File: src/rtl/pnl_aux_pkg.sv
package pnl_aux_pkg;

    typedef enum logic [1:0] {
        MODE_DEMAND  = 2'd0,
        MODE_SETTLE  = 2'd1,
        MODE_ALWAYS  = 2'd2,
        MODE_RELEASE = 2'd3
    } aux_mode_e;

    typedef struct packed {
        aux_mode_e mode;
        logic      mon_en;
    } seq_state_t;

    typedef struct packed {
        logic drive;
        logic oe;
        logic owned;
    } pwr_own_t;

endpackage

File: src/rtl/pnl_settle_timer.sv
module pnl_settle_timer #(
    parameter int unsigned CYCLES = 30_000_000
) (
    input  logic clk,
    input  logic rst_n,
    input  logic start,
    output logic expired
);
    localparam int unsigned CW = (CYCLES < 2) ? 1 : $clog2(CYCLES);

    logic [CW-1:0] cnt_d, cnt_q;

    always_comb begin
        cnt_d = cnt_q;
        if (start) begin
            cnt_d = CW'(CYCLES - 1);
        end else if (cnt_q != '0) begin
            cnt_d = cnt_q - 1'b1;
        end
    end

    always_ff @(posedge clk or negedge rst_n) begin
        if (!rst_n) begin
            cnt_q <= '0;
        end else begin
            cnt_q <= cnt_d;
        end
    end

    assign expired = (cnt_q == '0);
endmodule

File: src/rtl/pnl_pwr_owner.sv
module pnl_pwr_owner
    import pnl_aux_pkg::*;
(
    input  logic clk,
    input  logic rst_n,
    input  logic take,
    input  logic drop,
    output logic drive,
    output logic oe,
    output logic owned
);
    pwr_own_t own_d, own_q;

    always_comb begin
        own_d = own_q;
        if (take) begin
            own_d.drive = 1'b1;
            own_d.oe    = 1'b1;
            own_d.owned = 1'b1;
        end else if (drop) begin
            own_d.drive = 1'b0;
            own_d.owned = 1'b0;
        end
    end

    always_ff @(posedge clk or negedge rst_n) begin
        if (!rst_n) begin
            own_q <= '0;
        end else begin
            own_q <= own_d;
        end
    end

    assign drive = own_q.drive;
    assign oe    = own_q.oe;
    assign owned = own_q.owned;
endmodule

File: src/rtl/panel_aux_pwr_seq.sv
module panel_aux_pwr_seq
    import pnl_aux_pkg::*;
#(
    parameter int unsigned SETTLE_CYCLES = 30_000_000
) (
    input  logic clk,
    input  logic rst_n,
    input  logic aux_always_req,
    input  logic is_embedded,
    input  logic panel_pwr_sense,
    output logic panel_pwr_drive,
    output logic panel_pwr_oe,
    output logic aux_monitor_en,
    output logic aux_ready
);
    seq_state_t st_d, st_q;
    logic take_pwr, drop_pwr, tmr_start, tmr_expired, we_own;

    always_comb begin
        st_d      = st_q;
        take_pwr  = 1'b0;
        drop_pwr  = 1'b0;
        tmr_start = 1'b0;
        unique case (st_q.mode)
            MODE_DEMAND: begin
                if (aux_always_req) begin
                    if (is_embedded) begin
                        take_pwr  = !panel_pwr_sense;
                        tmr_start = 1'b1;
                        st_d.mode = MODE_SETTLE;
                    end else begin
                        st_d.mode   = MODE_ALWAYS;
                        st_d.mon_en = 1'b1;
                    end
                end
            end
            MODE_SETTLE: begin
                if (tmr_expired) begin
                    st_d.mode   = MODE_ALWAYS;
                    st_d.mon_en = 1'b1;
                end
            end
            MODE_ALWAYS: begin
                if (!aux_always_req) begin
                    st_d.mode   = MODE_RELEASE;
                    st_d.mon_en = 1'b0;
                end
            end
            MODE_RELEASE: begin
                drop_pwr  = we_own;
                st_d.mode = MODE_DEMAND;
            end
            default: begin
                st_d.mode   = MODE_DEMAND;
                st_d.mon_en = 1'b0;
            end
        endcase
    end

    always_ff @(posedge clk or negedge rst_n) begin
        if (!rst_n) begin
            st_q.mode   <= MODE_DEMAND;
            st_q.mon_en <= 1'b0;
        end else begin
            st_q <= st_d;
        end
    end

    pnl_settle_timer #(.CYCLES(SETTLE_CYCLES)) u_timer (
        .clk     (clk),
        .rst_n   (rst_n),
        .start   (tmr_start),
        .expired (tmr_expired)
    );

    pnl_pwr_owner u_owner (
        .clk   (clk),
        .rst_n (rst_n),
        .take  (take_pwr),
        .drop  (drop_pwr),
        .drive (panel_pwr_drive),
        .oe    (panel_pwr_oe),
        .owned (we_own)
    );

    assign aux_monitor_en = st_q.mon_en;
    assign aux_ready      = (st_q.mode == MODE_DEMAND) || (st_q.mode == MODE_ALWAYS);
endmodule

File: config.mk
export PLATFORM = sky130hd
export DESIGN_NAME = panel_aux_pwr_seq
export DESIGN_NICKNAME = d
export VERILOG_FILES = /design/src/rtl/pnl_aux_pkg.sv /design/src/rtl/pnl_settle_timer.sv /design/src/rtl/pnl_pwr_owner.sv /design/src/rtl/panel_aux_pwr_seq.sv
export SDC_FILE = /design/constraint.sdc
export NUM_CORES = 1
export LEC_CHECK = 0
export BUFFER_PORTS_ARGS = -buffer_cell sky130_fd_sc_hd__buf_2
export CORE_ASPECT_RATIO = 1.5
export CORE_UTILIZATION = 65
export CTS_BUF_LIST = sky130_fd_sc_hd__clkbuf_2
export DETAILED_ROUTE_END_ITERATION = 10
export PLACE_DENSITY_LB_ADDON = 0.1
export SYNTH_ARGS = -nofsm -noshare
export SYNTH_HDL_FRONTEND = slang
export SYNTH_SLANG_ARGS = --single-unit
export TNS_END_PERCENT = 5
File: constraint.sdc
create_clock -name clk -period 5 [get_ports clk]
set_clock_uncertainty 0.15 [all_clocks]
set_input_delay 1 -clock clk [delete_from_list [all_inputs] [get_ports clk]]
set_output_delay 1 -clock clk [all_outputs]
set_load 0.05 [all_outputs]
==> metrics.txt <==
outcome=completed; Worst path max stage delay=between 400 and 500 ps; max cap viols=0; CP max-delay cell=dfrtp_1; CP arrival=~1700 ps; sw power=0.000356 W; via count=roughly 1300; Ports=9; Setup crit end kind=output port; Clock Latency Late Sink=370 ps; commonest non-fill, non-tap cell in the layout=dfrtp_1; Setup Buffers After CTS=0; core area=approximately 2500 sq um; Hold Fails Final Rpt=0; FF/Latch Area=751 sq um; Synth area leader=dfrtp_1; RePlAce Congestion=between 0.8 and 0.9; clock group share of total power=0.139; Max clock buf depth=2; met2 usage in global routing=0.491; Chip Width=about 45 um; final worst path period need=between 2000 and 3000 ps; top-area cell type share of the netlist area=0.425; Avg Inst Size Synth=10.2 sq um; vias per cell=between 6 and 7; number of diodes=0; CTS Hold Bufs=0; fillers=179; cts repair resizes=0; post-route setup slack=between 2000 and 2500 ps; first-pass GRT wire length=roughly 5.7 mm; setup TNS=0 ps; area of the die=approximately 2900 sq um; Routed Antenna Nets=0; Pre-antenna DRT Iters=4; Cell Rows=22; Leak Pwr=about 0.7 nW; RSZ-0062 raised after global routing=no; crit path cell chain=inv_1, ha_1, nor2_1, inv_1, buf_2; GRT met3 Usage=0.0628; pwr dens=approximately 440 nW/um^2; Worst Path Max Fanout=6; Yosys reg bits=30; drt wl/cell=between 15 and 20 um; vias in the first global route=approximately 1300; Post-Syn Area=1770 sq um; total track usage=0.277; buffer type at the clock tree root=clkbuf_2; initial antenna violation count=0; Period Utilization, post-route=0.562; drt drc=0; die span in y=65.9 um; gr busiest metal=met2; largest family of logic cells by synthesized area=simple AND/OR/NAND/NOR gates; post-synthesis adder-cell area fraction=0.0496; max-slew violation count=0; H-tree Lvls=2; initial core utilization=0.705; sw frac=0.436; CP bufs+invs=3; Reg power frac=0.457; CTS buffer count=5; met1 global-route usage=0.286; HP Class=reg -> reg; mux cell area share after synthesis=0.0170; max frequency=roughly 360 MHz; crit start category=register; overall routed net length=3.46 mm; initial DRC count=31; DPL Wire Length=approximately 2.5 mm; most frequent cells in the layout=dfrtp_1 (30), nor2_1 (16), nand2_1 (15); TritonCTS clock tree=built; top post-synthesis cells by area=dfrtp_1 (42%), xnor2_1 (5.5%), ha_1 (5.0%); Worst Tran Pin Value=around 660 ps; Seq/Total Area, Yosys=0.425; largest net degree at the start of global routing=31; total gr overflow=0; hold_ws=around 340 ps; Worst path most repeated cell=inv_1; Simple-Gate Fraction of Synth Area=0.286; port buffer count=8; Netlist cell types=44; Worst-path clk slew=150 ps; final net count=slightly below 200; DP Worst Slack=around 2600 ps; largest delay contributor family on the critical path=flip-flops; Synth Area in Compound Gates=0.115; critical path type=reg -> out; fraction of layout cells with a size suffix above 1=0.163; Ys Warns=0; post-synth net total=roughly 190; Rel. slew slack=0.559; P&R area growth vs syn=5.45%; # clock sinks=30; synthesized instance count=between 150 and 200; Internal=between 0.0004 and 0.0005 W; share of total power in combinational logic=0.404; area occupied by multi-input gates=~960 sq um; maximum VDD drop=0.236 mV; Synth Area in XOR/XNOR=0.0744; final setup vio count=0; CP Data Required Time=a little under 4000 ps
==> synthesized netlist by cell type (all sizes together) <==
cell type  count
and4           1
dfrtp         30
nor3           7
nor2          16
mux2i          3
clkbuf         2
xnor2         11
buf            4
xor2           4
nor4          10
a22o           1
nand2         15
o22ai          1
or3            1
nand3          4
a311oi         1
a211oi         1
nand4          6
a221oi         1
nand3b         1
nor2b          1
o31ai          6
o21bai         1
o21ai          3
a31oi          2
nand2b         2
inv            8
and3           2
o211ai         3
a21boi         1
a21oi          7
ha             7
or4            5
nor4b          4
or2            1
and2           1
==> final cells by class <==
cell class                 instances  share of cell area
clock inverter                     2             0.00470
sequential                        30               0.403
inverter                           8              0.0161
clock buffer                       6              0.0161
tap                               36              0.0242
multi-input combinational        130               0.514
timing repair buffer               8              0.0215
==> registers in the layout, summed over array words and instances (netlist names) <==
name / count
u_owner.owned: 1
u_owner.oe: 1
st_q: 2
u_timer.cnt_q: 25
aux_monitor_en: 1
==> worst paths after layout <==
check	from	end	slack, ps	cells after the start
hold / removal	u_owner.oe	u_owner.oe	340	1
hold reg to reg	u_owner.oe	u_owner.oe	340	1
max in group asynchronous	rst_n	u_timer.cnt_q[14]	3770	1
setup reg to reg	u_timer.cnt_q[0]	u_timer.cnt_q[18]	2630	7
setup / recovery	st_q[1]	aux_ready	2190	5
min in group asynchronous	rst_n	u_timer.cnt_q[8]	480	1
==> through the flow <==
stage | power [W] | cell area [sq um] | util | std cells
after floorplan | 0.000625 | 1770 | - | 174
after global placement | 0.000686 | 1820 | 0.728 | 212
after detailed placement | 0.000709 | 1820 | 0.728 | 212
after CTS | 0.000822 | 1860 | 0.744 | 220
after global routing | 0.000877 | 1860 | 0.744 | 220
final | 0.000816 | 1860 | 0.744 | 220
==> cell families after synthesis <==
logic type,count (synthesis)
AO/OA/AOI/OAI,28
XOR/XNOR,15
adder cells (fa/ha/maj),7
buffers and inverters,14
flip-flops,30
multiplexers,3
AND/OR/NAND/NOR,77
==> metal layers <==
layer	vias up	routed length, um
li1	654	-
met1	650	1450
met2	30	1770
met3	9	109
met4	0	118
met5	-	0
==> power groups by stage <==
stage / clock, W / sequential, W / combinational [W]
floorplan: 0 / 0.000400 / 0.000225
global placement: 0 / 0.000373 / 0.000313
detailed placement: 0 / 0.000378 / 0.000332
CTS: 0.000118 / 0.000372 / 0.000332
global route: 0.000129 / 0.000382 / 0.000365
finish: 0.000113 / 0.000373 / 0.000330
==> worst reg2reg max path: cells and delay by family (launching register included) <==
| family | cells | cell delay, ps |
|---|---|---|
| AND/OR/NAND/NOR | 4 | 1100 |
| buffers and inverters | 1 | 120 |
| flip-flops | 1 | 420 |
| adder cells (fa/ha/maj) | 1 | 280 |
| XOR/XNOR | 1 | 180 |
Note: power is estimated with default switching activity, not from simulation.
